[config.mk]
export PLATFORM = sky130hd
export DESIGN_NAME = bitband_bridge
export DESIGN_NICKNAME = d
export VERILOG_FILES = /design/src/rtl/bitband_pkg.sv /design/src/rtl/bb_xlate.sv /design/src/rtl/bb_bitop.sv /design/src/rtl/bb_seq.sv /design/src/rtl/bitband_bridge.sv
export SDC_FILE = /design/constraint.sdc
export NUM_CORES = 1
export LEC_CHECK = 0
export BUFFER_PORTS_ARGS = -buffer_cell sky130_fd_sc_hd__buf_2
export CAP_MARGIN = 20
export CORE_UTILIZATION = 46
export CTS_CLUSTER_SIZE = 12
export DETAILED_ROUTE_END_ITERATION = 7
export PLACE_DENSITY = 0.81
export SLEW_MARGIN = 10
export SYNTH_ARGS = -nofsm -noshare
export SYNTH_HDL_FRONTEND = slang
export SYNTH_SLANG_ARGS = --single-unit
[constraint.sdc]
create_clock -name clk_i -period 2 [get_ports clk_i]
set_input_delay 0.4 -clock clk_i [delete_from_list [all_inputs] [get_ports clk_i]]
set_output_delay 0.4 -clock clk_i [all_outputs]
set_load 0.01 [all_outputs]
[src/rtl/bitband_pkg.sv]
package bitband_pkg;
  localparam int unsigned DW = 32;

  typedef enum logic [1:0] {
    SZ_BYTE = 2'd0,
    SZ_HALF = 2'd1,
    SZ_WORD = 2'd2,
    SZ_BAD  = 2'd3
  } size_e;

  typedef enum logic [1:0] {
    ST_IDLE  = 2'd0,
    ST_READ  = 2'd1,
    ST_WRITE = 2'd2,
    ST_RESP  = 2'd3
  } seq_state_e;

  function automatic logic [4:0] bit_mask(input logic [1:0] sz);
    case (sz)
      SZ_BYTE: bit_mask = 5'd7;
      SZ_HALF: bit_mask = 5'd15;
      default: bit_mask = 5'd31;
    endcase
  endfunction

  function automatic logic [DW-1:0] lane_mask(input logic [1:0] sz);
    case (sz)
      SZ_BYTE: lane_mask = 32'h0000_00FF;
      SZ_HALF: lane_mask = 32'h0000_FFFF;
      default: lane_mask = 32'hFFFF_FFFF;
    endcase
  endfunction
endpackage

[src/rtl/bb_xlate.sv]
module bb_xlate
  import bitband_pkg::*;
#(
  parameter logic [31:0] BASE     = 32'h2000_0000,
  parameter int unsigned WIN_BITS = 25,
  parameter int unsigned AW       = 32
) (
  input  logic [AW-1:0] offset_i,
  input  logic [1:0]    size_i,
  output logic [AW-1:0] mem_addr_o,
  output logic [4:0]    bit_idx_o,
  output logic          size_ok_o
);
  localparam int unsigned BYTE_BITS = WIN_BITS - 5;

  logic [AW-1:0] raw_addr;
  logic [AW-1:0] align_clr;

  assign raw_addr = BASE | {{(AW-BYTE_BITS){1'b0}}, offset_i[WIN_BITS-1:5]};

  always_comb begin
    case (size_i)
      SZ_BYTE: align_clr = '0;
      SZ_HALF: align_clr = AW'(1);
      default: align_clr = AW'(3);
    endcase
  end

  assign mem_addr_o = raw_addr & ~align_clr;
  assign bit_idx_o  = offset_i[6:2] & bit_mask(size_i);
  assign size_ok_o  = (size_i != SZ_BAD);

  logic unused_hi;
  assign unused_hi = ^{offset_i[AW-1:WIN_BITS], offset_i[1:0]};
endmodule

[src/rtl/bb_bitop.sv]
module bb_bitop
  import bitband_pkg::*;
(
  input  logic [DW-1:0] data_i,
  input  logic [1:0]    size_i,
  input  logic [4:0]    bit_idx_i,
  input  logic          set_i,
  output logic          bit_o,
  output logic [DW-1:0] data_o
);
  logic [DW-1:0] clean;
  logic [DW-1:0] onehot;

  assign clean  = data_i & lane_mask(size_i);
  assign onehot = DW'(1) << bit_idx_i;
  assign bit_o  = clean[bit_idx_i];
  assign data_o = set_i ? (clean | onehot) : (clean & ~onehot);
endmodule

[src/rtl/bb_seq.sv]
module bb_seq
  import bitband_pkg::*;
(
  input  logic       clk_i,
  input  logic       rst_ni,
  input  logic       req_valid_i,
  input  logic       size_ok_i,
  input  logic       write_q_i,
  input  logic       mem_ready_i,
  input  logic       mem_err_i,
  input  logic       rsp_ready_i,
  output seq_state_e state_o,
  output logic       accept_o,
  output logic       rd_done_o,
  output logic       wr_done_o
);
  seq_state_e state_q, state_d;

  assign accept_o  = (state_q == ST_IDLE) && req_valid_i;
  assign rd_done_o = (state_q == ST_READ) && mem_ready_i;
  assign wr_done_o = (state_q == ST_WRITE) && mem_ready_i;

  always_comb begin
    state_d = state_q;
    case (state_q)
      ST_IDLE:  if (req_valid_i) state_d = size_ok_i ? ST_READ : ST_RESP;
      ST_READ:  if (mem_ready_i) state_d = (write_q_i && !mem_err_i) ? ST_WRITE : ST_RESP;
      ST_WRITE: if (mem_ready_i) state_d = ST_RESP;
      ST_RESP:  if (rsp_ready_i) state_d = ST_IDLE;
      default:  state_d = ST_IDLE;
    endcase
  end

  always_ff @(posedge clk_i or negedge rst_ni) begin
    if (!rst_ni) state_q <= ST_IDLE;
    else         state_q <= state_d;
  end

  assign state_o = state_q;
endmodule

[src/rtl/bitband_bridge.sv]
module bitband_bridge
  import bitband_pkg::*;
#(
  parameter logic [31:0] BASE     = 32'h2000_0000,
  parameter int unsigned WIN_BITS = 25
) (
  input  logic        clk_i,
  input  logic        rst_ni,
  input  logic        req_valid_i,
  output logic        req_ready_o,
  input  logic        req_write_i,
  input  logic [31:0] req_addr_i,
  input  logic [1:0]  req_size_i,
  input  logic [31:0] req_wdata_i,
  output logic        rsp_valid_o,
  input  logic        rsp_ready_i,
  output logic [31:0] rsp_rdata_o,
  output logic        rsp_err_o,
  output logic        mem_valid_o,
  output logic        mem_write_o,
  output logic [31:0] mem_addr_o,
  output logic [1:0]  mem_size_o,
  output logic [31:0] mem_wdata_o,
  input  logic        mem_ready_i,
  input  logic [31:0] mem_rdata_i,
  input  logic        mem_err_i
);
  seq_state_e state;
  logic       accept, rd_done, wr_done;

  logic [31:0] xl_addr;
  logic [4:0]  xl_bit;
  logic        xl_ok;

  logic [31:0] addr_q;
  logic [1:0]  size_q;
  logic [4:0]  bit_q;
  logic        write_q;
  logic        set_q;
  logic [31:0] wdata_q;
  logic        rbit_q;
  logic        err_q;

  logic        sel_bit;
  logic [31:0] mod_data;

  bb_xlate #(
    .BASE    (BASE),
    .WIN_BITS(WIN_BITS),
    .AW      (32)
  ) u_xlate (
    .offset_i  (req_addr_i),
    .size_i    (req_size_i),
    .mem_addr_o(xl_addr),
    .bit_idx_o (xl_bit),
    .size_ok_o (xl_ok)
  );

  bb_bitop u_bitop (
    .data_i   (mem_rdata_i),
    .size_i   (size_q),
    .bit_idx_i(bit_q),
    .set_i    (set_q),
    .bit_o    (sel_bit),
    .data_o   (mod_data)
  );

  bb_seq u_seq (
    .clk_i      (clk_i),
    .rst_ni     (rst_ni),
    .req_valid_i(req_valid_i),
    .size_ok_i  (xl_ok),
    .write_q_i  (write_q),
    .mem_ready_i(mem_ready_i),
    .mem_err_i  (mem_err_i),
    .rsp_ready_i(rsp_ready_i),
    .state_o    (state),
    .accept_o   (accept),
    .rd_done_o  (rd_done),
    .wr_done_o  (wr_done)
  );

  // request capture
  always_ff @(posedge clk_i or negedge rst_ni) begin
    if (!rst_ni) begin
      addr_q  <= '0;
      size_q  <= SZ_BYTE;
      bit_q   <= '0;
      write_q <= 1'b0;
      set_q   <= 1'b0;
    end else if (accept) begin
      addr_q  <= xl_addr;
      size_q  <= req_size_i;
      bit_q   <= xl_bit;
      write_q <= req_write_i;
      set_q   <= req_wdata_i[0];
    end
  end

  // data path and status
  always_ff @(posedge clk_i or negedge rst_ni) begin
    if (!rst_ni) begin
      wdata_q <= '0;
      rbit_q  <= 1'b0;
      err_q   <= 1'b0;
    end else begin
      if (accept) begin
        rbit_q <= 1'b0;
        err_q  <= !xl_ok;
      end
      if (rd_done) begin
        wdata_q <= mod_data;
        rbit_q  <= !write_q && !mem_err_i && sel_bit;
        err_q   <= mem_err_i;
      end
      if (wr_done) err_q <= mem_err_i;
    end
  end

  assign req_ready_o = (state == ST_IDLE);
  assign rsp_valid_o = (state == ST_RESP);
  assign rsp_rdata_o = {31'b0, rbit_q};
  assign rsp_err_o   = err_q;

  assign mem_valid_o = (state == ST_READ) || (state == ST_WRITE);
  assign mem_write_o = (state == ST_WRITE);
  assign mem_addr_o  = addr_q;
  assign mem_size_o  = size_q;
  assign mem_wdata_o = (state == ST_WRITE) ? wdata_q : '0;

  logic unused_wd;
  assign unused_wd = ^req_wdata_i[31:1];
endmodule

==> results of run 1 <==
-- power breakdown --
part / leakage (nW) / total [mW] / internal [mW] / switching (mW)
logic: 1.50 / 3.59 / 1.61 / 1.98
clock network: 0.0851 / 0.991 / 0.477 / 0.514
registers: 0.820 / 2.44 / 1.94 / 0.500
-- layout by cell type, fill, tap and decap left out, types with 2 or more instances in the layout --
master and count:
buf_4 12, and2_1 33, nand4b_1 2, clkbuf_8 10
clkinvlp_4 2, nor3b_4 2, nor2b_1 2, a32o_1 2
and3b_1 2, a21o_1 8, a31oi_1 25, nor3_1 2
inv_1 3, conb_1 42, o21ai_0 28, dfrtp_1 66
nand3_1 6, nand2b_1 4, o221ai_1 5, buf_12 3
nand2_1 60, clkinv_2 3, mux2_2 26, nand4_1 2
nor2_1 3, ha_1 3, o21ai_1 2, buf_2 125
a21oi_1 41, a211oi_1 9, mux4_2 3
-- cells in the mapped netlist, drive strengths merged (2+ instances only) --
master,number
or2,2
nor3b,3
mux4,3
ha,4
inv,4
a21oi,41
a32o,2
and2,33
nor3,3
nand2,61
nor2,5
nand4b,2
dfrtp,66
a211oi,9
nor2b,2
nand4,2
a31oi,25
nand2b,4
and3b,2
buf,60
o221ai,5
o21ai,30
a21o,8
mux2,26
clkbuf,19
nand3,6
-- timing repair --
| action | 4_1_cts | 5_1_grt |
|---|---|---|
| resized for setup | 5 | 1 |
| endpoints found under the setup margin | 33 | 32 |
| hold buffers | 0 | 0 |
| setup buffers | 0 | 0 |
-- per-stage QoR --
stage	hold WS, ns	power (mW)	util	setup WS (ns)	cells
3_3_place_gp	0.4368	5.844	0.5480	0.3311	645
5_1_grt	0.07687	7.617	0.5714	0.007587	661
3_5_place_dp	0.4459	6.016	0.5480	0.2673	645
6_report	0.05517	7.028	0.5714	0.1012	661
4_1_cts	0.06627	7.080	0.5714	0.02949	661
2_1_floorplan	0.1044	4.999	-	0.3305	479
-- logic make-up after synthesis --
kind of cell / synth area share
AND/OR/NAND/NOR: 0.1732
AO/OA/AOI/OAI: 0.1868
buffers and inverters: 0.1310
flip-flops: 0.4069
multiplexers: 0.08878
adder cells (fa/ha/maj): 0.01233
other: 0.0009239
-- per-layer routing --
| metal | GRT usage | share of wire | up-vias |
|---|---|---|---|
| met5 | 0 | 0 | - |
| met2 | 0.3679 | 0.48 | 167 |
| met4 | 0.08582 | 0.017 | 0 |
| met3 | 0.05766 | 0.078 | 15 |
| met1 | 0.2772 | 0.42 | 1547 |
| li1 | - | - | 1673 |
-- state kept, by name, summed over array words and instances (netlist names) --
| register | cells |
|---|---|
| write_q | 1 |
| mem_size_o | 2 |
| set_q | 1 |
| wdata_q | 32 |
| rsp_err_o | 1 |
| u_seq.state_o | 2 |
| mem_addr_o | 21 |
| rbit_q | 1 |
| bit_q | 5 |
-- critical path, delay by kind of cell, from the launching register on --
kind	cells	cell delay, ns
fa+ha+maj	1	0.18
buf+inv	3	0.42
flops	1	0.41
simple gates	1	0.14
-- final timing paths --
| path | end | slack, ns | depth (start not counted) |
|---|---|---|---|
| max | mem_wdata_o[0] | 0.10 | 5 |
| min in group clk_i | mem_addr_o[18] | 0.28 | 2 |
| max in group asynchronous | u_seq.state_o[1] | 1.64 | 2 |
| min | mem_addr_o[1] | 0.06 | 2 |
| min reg2reg | wdata_q[29] | 0.47 | 2 |
| max reg2reg | wdata_q[2] | 0.27 | 5 |
-- final cells by class --
type / instances / area share
inverter: 4 / 0.003135
multi-input combinational: 330 / 0.4269
tap: 105 / 0.02743
clock inverter: 5 / 0.006270
timing repair buffer: 140 / 0.1620
clock buffer: 11 / 0.02952
sequential: 66 / 0.3448
==> impl_metrics.csv, run 1 <==
group,metric,value,unit
final_layout,nets,660,
drt,vias,3402,
yosys,ys_types,46,
critical_path,slowest_stage,"dfrtp_1",
yosys,synth.top_cell.area_share,0.4069,
critical_path,cp-startpoint,"u_seq.state_o[0]",
timing,worst_pin_slew,0.6029,ns
global_route,grt_usage,0.2220,
power,ir_drop,832.2,uV
final_layout,syn2layout_area_growth,18.00,%
yosys,synth_flop_cell,"dfrtp_1",
clock_network,clock-root-buffer,"clkbuf_8",
clock_network,path_clk_slew,0.07,ns
yosys,synth_area_leaders,"dfrtp_1 (41%), buf_4 (9.2%), mux2_2 (7.2%)",
drt,drt_drc_violations_left,0,
critical_path,slowest_delay,0.41,ns
clock_network,cts_buffer_depth,2,
yosys,async_flop_share,1.000,
outcome,outcome,"finished, final reports clean",
placement,place.gp.congestion,0.8685,
yosys,synth_warnings,0,
power,power_leakage,2.404,nW
timing,fin_crit,1.899,ns
yosys,seq_area_frac_synth,0.4069,
critical_path,rr_startpoint,"bit_q[1]",
clock_network,cts_inserted_buffers,9,
placement,dp_hpwl,7242,um
final_layout,fillers,770,
timing,fin_setup_tns,0,ns
global_route,antenna_found_initial,0,
drt,drtIter0Drc,209,
critical_path,end_kind,"output port",
drt,wl_per_cell,14.63,um
timing,setup_viol,0,
yosys,synth_edf_count,0,
final_layout,seqCellArea,1652,um2
critical_path,crit_chain,"inv_2 > ha_4 > buf_12 > and2_1 > buf_2",
global_route,grt_pass1_wl,15560,um
timing,rsz0062_at_grt,"no",
drt,ant_nets,0,
timing,relSlewSlack,0.5981,
placement,portBuffers,125,
run,max-cap-violations,0,
final_layout,n_antenna_cell,0,
global_route,grt_pass1_vias,3335,
timing,finalHoldViolations,0,
final_layout,multi_input_area,2044,um2
die,rows,33,
yosys,synthesis.area,4059,um2
timing,maxSlewViolCount,0,
timing,fmax,0.5267,GHz
timing,clock_skew,0.01045,ns
die,die_area,9204,um2
timing,min_period_over_period,0.9494,
die,start_util,0.4843,
clock_network,clock_sinks,66,
power,p_per_area,1467,nW/um2
final_layout,stdcell_area,4790,um2
drt,avgViaCountPerCell,5.147,
die,io_pins,208,
yosys,syn-mean-instance-area,9.267,um2
global_route,grt_max_degree,67,
final_layout,drive_gt1_frac,0.3543,
clock_network,ctsHtreeMaxLevel,3,
critical_path,required,1.60,ns
worst_hold_path,min_path_type,"in -> async",
critical_path,critical_path_class,"reg -> out",
critical_path,arrival,1.50,ns
die,core_area,8382,um2
placement,place_area,4593,um2
yosys,ys_ff_latch,66,
critical_path,crit_path_max_fanout,33,
clock_network,tritoncts,"yes",
die,die_w,95.94,um
drt,dr.pass1.iters,4,
critical_path,crit_path_start_kind,"flip-flop",
drt,totalWireLength,9669,um
yosys,synthCells,438,
yosys,synth_top_area_cell,"dfrtp_1",
die,dieHeight,95.94,um
clock_network,clock_latency,0.34,ns
global_route,grt_overflow_total,0,
No activity file was read; power rests on OpenSTA's default activity.
==> inputs of run 2 (changes only) <==
--- a/config.mk
+++ b/config.mk
@@ -6,11 +6,13 @@
 export NUM_CORES = 1
 export LEC_CHECK = 0
 export BUFFER_PORTS_ARGS = -buffer_cell sky130_fd_sc_hd__buf_2
-export CAP_MARGIN = 20
-export CORE_UTILIZATION = 46
+export CAP_MARGIN = 10
+export CELL_PAD_IN_SITES_DETAIL_PLACEMENT = 0
+export CELL_PAD_IN_SITES_GLOBAL_PLACEMENT = 1
+export CORE_UTILIZATION = 33
 export CTS_CLUSTER_SIZE = 12
 export DETAILED_ROUTE_END_ITERATION = 7
-export PLACE_DENSITY = 0.81
+export PLACE_DENSITY_LB_ADDON = 0.1
 export SLEW_MARGIN = 10
 export SYNTH_ARGS = -nofsm -noshare
 export SYNTH_HDL_FRONTEND = slang
==> run 2 against run 1 <==
  * Global-route usage is 5.7 points lower
  * Clock skew down 0.0060 ns
  * Wire length rose by 7.5%
  * Sequential power about the same
  * Clock-buffer cell count shrank 1
  * Maximum frequency grew 0.45%
  * Critical path type unchanged
==> impl_metrics.csv, run 2 (synthesis results as in run 1) <==
group,metric,value,unit
final_layout,nets,661,
worst_hold_path,min_path_type,"in -> async",
power,ir_drop,620.0,uV
timing,min_period_over_period,0.9452,
die,start_util,0.3379,
critical_path,end_kind,"output port",
timing,maxSlewViolCount,0,
final_layout,top_register,"wdata_q",
timing,relSlewSlack,0.6067,
run,max-cap-violations,0,
drt,routed-wl-met2,4801,um
die,io_pins,208,
clock_network,path_clk_slew,0.06,ns
drt,drtIter0Drc,110,
final_layout,syn2layout_area_growth,23.52,%
timing,clock_skew,0.004472,ns
final_layout,layout_commonest_cell,"buf_2",
drt,vias,3354,
placement,portBuffers,125,
critical_path,crit_chain,"inv_2 > ha_4 > clkbuf_16 > and2_1 > buf_2",
timing,whs,0.01440,ns
critical_path,slowest_delay,0.41,ns
outcome,outcome,"finished, final reports clean",
clock_network,cts_inserted_buffers,9,
timing,setup_viol,0,
drt,avgViaCountPerCell,4.764,
timing,fmax,0.5290,GHz
die,rows,40,
power,power_leakage,2.473,nW
final_layout,n_antenna_cell,0,
die,core_area,12010,um2
drt,dr_wl_met3,566,um
drt,dr.pass1.iters,4,
global_route,grt_max_degree,47,
power,clkPwrFrac,0.207,
drt,totalWireLength,10390,um
placement,dp_hpwl,7819,um
final_layout,largest_reg_flops,32,
timing,finalHoldViolations,0,
final_layout,post-route-util,0.4174,
clock_network,clock_latency,0.33,ns
power,p_sw,3.122,mW
drt,top_layer_used,"met4",
global_route,grt_overflow_total,0,
critical_path,critical_path_class,"reg -> out",
clock_network,ctsHtreeMaxLevel,3,
critical_path,crit_path_max_fanout,17,
die,die_area,12750,um2
timing,worst_pin_slew,0.5900,ns
die,die_w,112.9,um
clock_network,cts_buffer_depth,2,
placement,place.gp.congestion,0.8083,
timing,rsz0062_at_grt,"no",
drt,wl_per_cell,14.76,um
power,p_per_area,1540,nW/um2
critical_path,slowest_stage,"dfrtp_1",
power,power_frac_seq,0.315,
final_layout,drive_gt1_frac,0.3573,
clock_network,tritoncts,"yes",
power,p_int,4.601,mW
final_layout,mostFrequentLayoutCells,"buf_2 (125), dfrtp_1 (66), nand2_1 (60)",
clock_network,clock_sinks,66,
drt,ant_nets,0,
timing,fin_crit,1.890,ns
global_route,grt_usage,0.1655,
global_route,grt_pass1_wl,16440,um
clock_network,clock-root-buffer,"clkbuf_16",
critical_path,required,1.60,ns
die,dieHeight,112.9,um
power,netSwitchingFraction,0.4042,
power,p_comb_frac,0.478,
critical_path,arrival,1.49,ns
global_route,grt_pass1_vias,3162,
drt,drt_drc_violations_left,0,
global_route,antenna_found_initial,0,
timing,fin_setup_tns,0,ns
critical_path,crit_path_start_kind,"flip-flop",
critical_path,cp_top_family,"buffers and inverters",
critical_path,worst-path-buf-inv,3,
drt,wl_met1,4771,um
run 2: cell types whose count changed in the layout (fill, tap and decap cells not counted), sizes merged:
| cell | before | now |
|---|---|---|
| clkinv | 3 | 2 |
| bufinv | 0 | 1 |
| clkinvlp | 2 | 3 |
run 2: through the flow:
| step | cells | setup WS [ns] | power, mW | area [um2] |
|---|---|---|---|---|
| 2_1_floorplan | 479 | 0.3305 | 4.999 | 4213 |
| 3_3_place_gp | 687 | 0.2268 | 6.031 | 4671 |
| 3_5_place_dp | 687 | 0.2142 | 6.091 | 4671 |
| 4_1_cts | 703 | 0.01928 | 7.715 | 4976 |
| 5_1_grt | 704 | 0.03055 | 8.366 | 5014 |
| 6_report | 704 | 0.1097 | 7.723 | 5014 |
run 2: per-layer routing:
layer	GRT usage	vias up
met5	0	-
met4	0.07895	0
met3	0.02946	17
met2	0.2597	103
met1	0.2215	1545
li1	-	1689
run 2: power by group through the flow:
| stage | Combinational (mW) | Sequential (mW) | Clock (mW) |
|---|---|---|---|
| final | 3.69 | 2.43 | 1.60 |
| after global routing | 4.14 | 2.53 | 1.70 |
| after CTS | 3.64 | 2.43 | 1.64 |
| after detailed placement | 3.64 | 2.45 | 0 |
| after global placement | 3.60 | 2.43 | 0 |
| after floorplan | 2.67 | 2.33 | 0 |
run 2: path summary, 6_finish.rpt:
| path | slack, ns | from | depth (start not counted) | endpoint |
|---|---|---|---|---|
| setup / recovery | 0.11 | u_seq.state_o[0] | 5 | mem_wdata_o[0] |
| hold / removal | 0.01 | rst_ni | 1 | wdata_q[26] |
| setup reg to reg | 0.23 | bit_q[0] | 6 | rbit_q |
| hold reg to reg | 0.46 | mem_addr_o[29] | 1 | mem_addr_o[29] |
| max in group asynchronous | 1.47 | rst_ni | 2 | wdata_q[0] |
| min in group clk_i | 0.29 | req_addr_i[18] | 2 | mem_addr_o[13] |
run 2: layout make-up:
type | count | area [um2]
repair buffers | 141 | 813.3
well taps | 147 | 183.9
clock inverters | 6 | 66.31
inverters | 4 | 15.01
flip-flops and latches | 66 | 1652
clock buffers | 10 | 239.0
fillers | 1246 | 6998
multi-input cells | 330 | 2044
run 2: what timing repair did:
item                                    in CTS  in global routing
hold buffers                                 0                  0
buffers inserted                             0                  0
endpoints found under the setup margin       0                 32
gates resized for setup                      0                  3
==> inputs of run 3 (changes only) <==
--- a/config.mk
+++ b/config.mk
@@ -13,6 +13,7 @@
 export CTS_CLUSTER_SIZE = 12
 export DETAILED_ROUTE_END_ITERATION = 7
 export PLACE_DENSITY_LB_ADDON = 0.1
+export RECOVER_POWER = 100
 export SLEW_MARGIN = 10
 export SYNTH_ARGS = -nofsm -noshare
 export SYNTH_HDL_FRONTEND = slang
==> run 3 against run 2 <==
  * Sequential power barely moved
  * Highest routed layer unchanged
  * Largest cell class unchanged
  * Critical path depth is the same
  * Maximum frequency shrank 1.0%
==> impl_metrics.csv, run 3 (synthesis results as in run 1) <==
group,metric,value,unit
outcome,outcome,"finished, final reports clean",
power,p_per_area,1545,nW/um2
placement,dp_hpwl,7819,um
critical_path,r2r-end,"wdata_q[19]",
critical_path,crit_path_max_fanout,17,
critical_path,rr_startpoint,"bit_q[4]",
drt,totalWireLength,10440,um
final_layout,stdcell_area,4888,um2
timing,rsz0062_at_grt,"no",
critical_path,r2r_slack,0.19,ns
clock_network,clock_latency,0.33,ns
die,rows,40,
final_layout,n_antenna_cell,0,
die,start_util,0.3379,
final_layout,largest_reg_flops,32,
run,max-cap-violations,0,
final_layout,layout_commonest_cell,"buf_2",
final_layout,post-route-util,0.4070,
global_route,grt_pass1_wl,16440,um
placement,preCtsSetupSlack,0.2142,ns
timing,setup_ws,0.08989,ns
clock_network,path_clk_slew,0.06,ns
power,power_leakage,2.297,nW
power,p_sw,3.113,mW
drt,drt_drc_violations_left,0,
clock_network,post_cts_buffers,0,
final_layout,syn2layout_area_growth,20.44,%
clock_network,clock_sinks,66,
timing,maxSlewViolCount,0,
timing,worst_pin_slew,0.9237,ns
power,ir_drop,604.4,uV
timing,relSlewSlack,0.3842,
timing,min_period_over_period,0.9551,
placement,place_area,4671,um2
die,core_area,12010,um2
global_route,grt_overflow_total,0,
timing,setup_viol,0,
drt,wl_per_cell,14.83,um
drt,dr.pass1.iters,4,
timing,fin_setup_tns,0,ns
power,clkPwrFrac,0.212,
timing,fin_crit,1.910,ns
critical_path,arrival,1.51,ns
timing,finalHoldViolations,0,
global_route,grt_usage,0.1655,
drt,drtIter0Drc,126,
timing,clock_skew,0.005280,ns
timing,fmax,0.5235,GHz
power,power,7.554,mW
global_route,antenna_found_initial,0,
clock_network,cts_buffer_depth,2,
drt,vias,3387,
worst_hold_path,min_path_type,"in -> async",
critical_path,required,1.60,ns
final_layout,nets,661,
clock_network,cts_hold_buf,0,
placement,portBuffers,125,
power,power_frac_seq,0.320,
clock_network,cts-resized-gates,0,
critical_path,end_kind,"output port",
power,p_int,4.441,mW
drt,avgViaCountPerCell,4.811,
global_route,grt_pass1_vias,3162,
power,p_comb_frac,0.468,
die,dieHeight,112.9,um
final_layout,drive_gt1_frac,0.2729,
power,netSwitchingFraction,0.4121,
die,io_pins,208,
clock_network,cts_inserted_buffers,9,
drt,ant_nets,0,
clock_network,tritoncts,"yes",
critical_path,critical_path_class,"reg -> out",
final_layout,top_register,"wdata_q",
critical_path,worstRegToRegCells,4,
placement,place.gp.congestion,0.8083,
die,die_w,112.9,um
clock_network,clock-root-buffer,"clkbuf_16",
die,die_area,12750,um2
placement,placed_cells,687,
clock_network,ctsHtreeMaxLevel,3,
critical_path,crit_path_start_kind,"flip-flop",
final_layout,final_cells,704,
final_layout,mostFrequentLayoutCells,"buf_2 (76), dfrtp_1 (66), nand2_1 (61)",
global_route,grt_max_degree,47,
timing,whs,0.1833,ns
## run 3: area by class of cell
cell class,instances,area (um2)
clock buffers,10,239.0
clock inverters,6,66.31
fillers,1274,7123
inverters,4,15.01
multi-input cells,330,2027
flip-flops and latches,66,1652
well taps,147,183.9
repair buffers,141,705.7
## run 3: power groups by stage
stage          registers [mW]  logic, mW  clock network [mW]
4_1_cts                  2.43       3.64                1.64
3_5_place_dp             2.45       3.64                   0
6_report                 2.42       3.53                1.60
5_1_grt                  2.52       3.97                1.70
2_1_floorplan            2.33       2.67                   0
3_3_place_gp             2.43       3.60                   0
## run 3: how the worst max path moves through the flow
stage                           startpoint              end  slack, ns
after detailed placement          bit_q[0]           rbit_q       0.21
final                     u_seq.state_o[0]  mem_wdata_o[17]       0.09
after global routing      u_seq.state_o[0]  mem_wdata_o[22]       0.01
after floorplan           u_seq.state_o[0]         bit_q[0]       0.33
after global placement            bit_q[0]           rbit_q       0.23
after CTS                 u_seq.state_o[0]  mem_wdata_o[27]       0.02
## run 3: layer usage
metal	routed length, um	up-vias	GRT usage
met4	254	0	0.07895
met5	0	-	0
met2	4812	120	0.2597
met1	4796	1556	0.2215
met3	574	19	0.02946
li1	-	1692	-
## run 3: critical path: stages, from the launching register on
cell	delay [ns]
dfrtp_1	0.41
inv_2	0.11
ha_4	0.20
clkbuf_16	0.18
and2_1	0.12
clkbuf_1	0.15
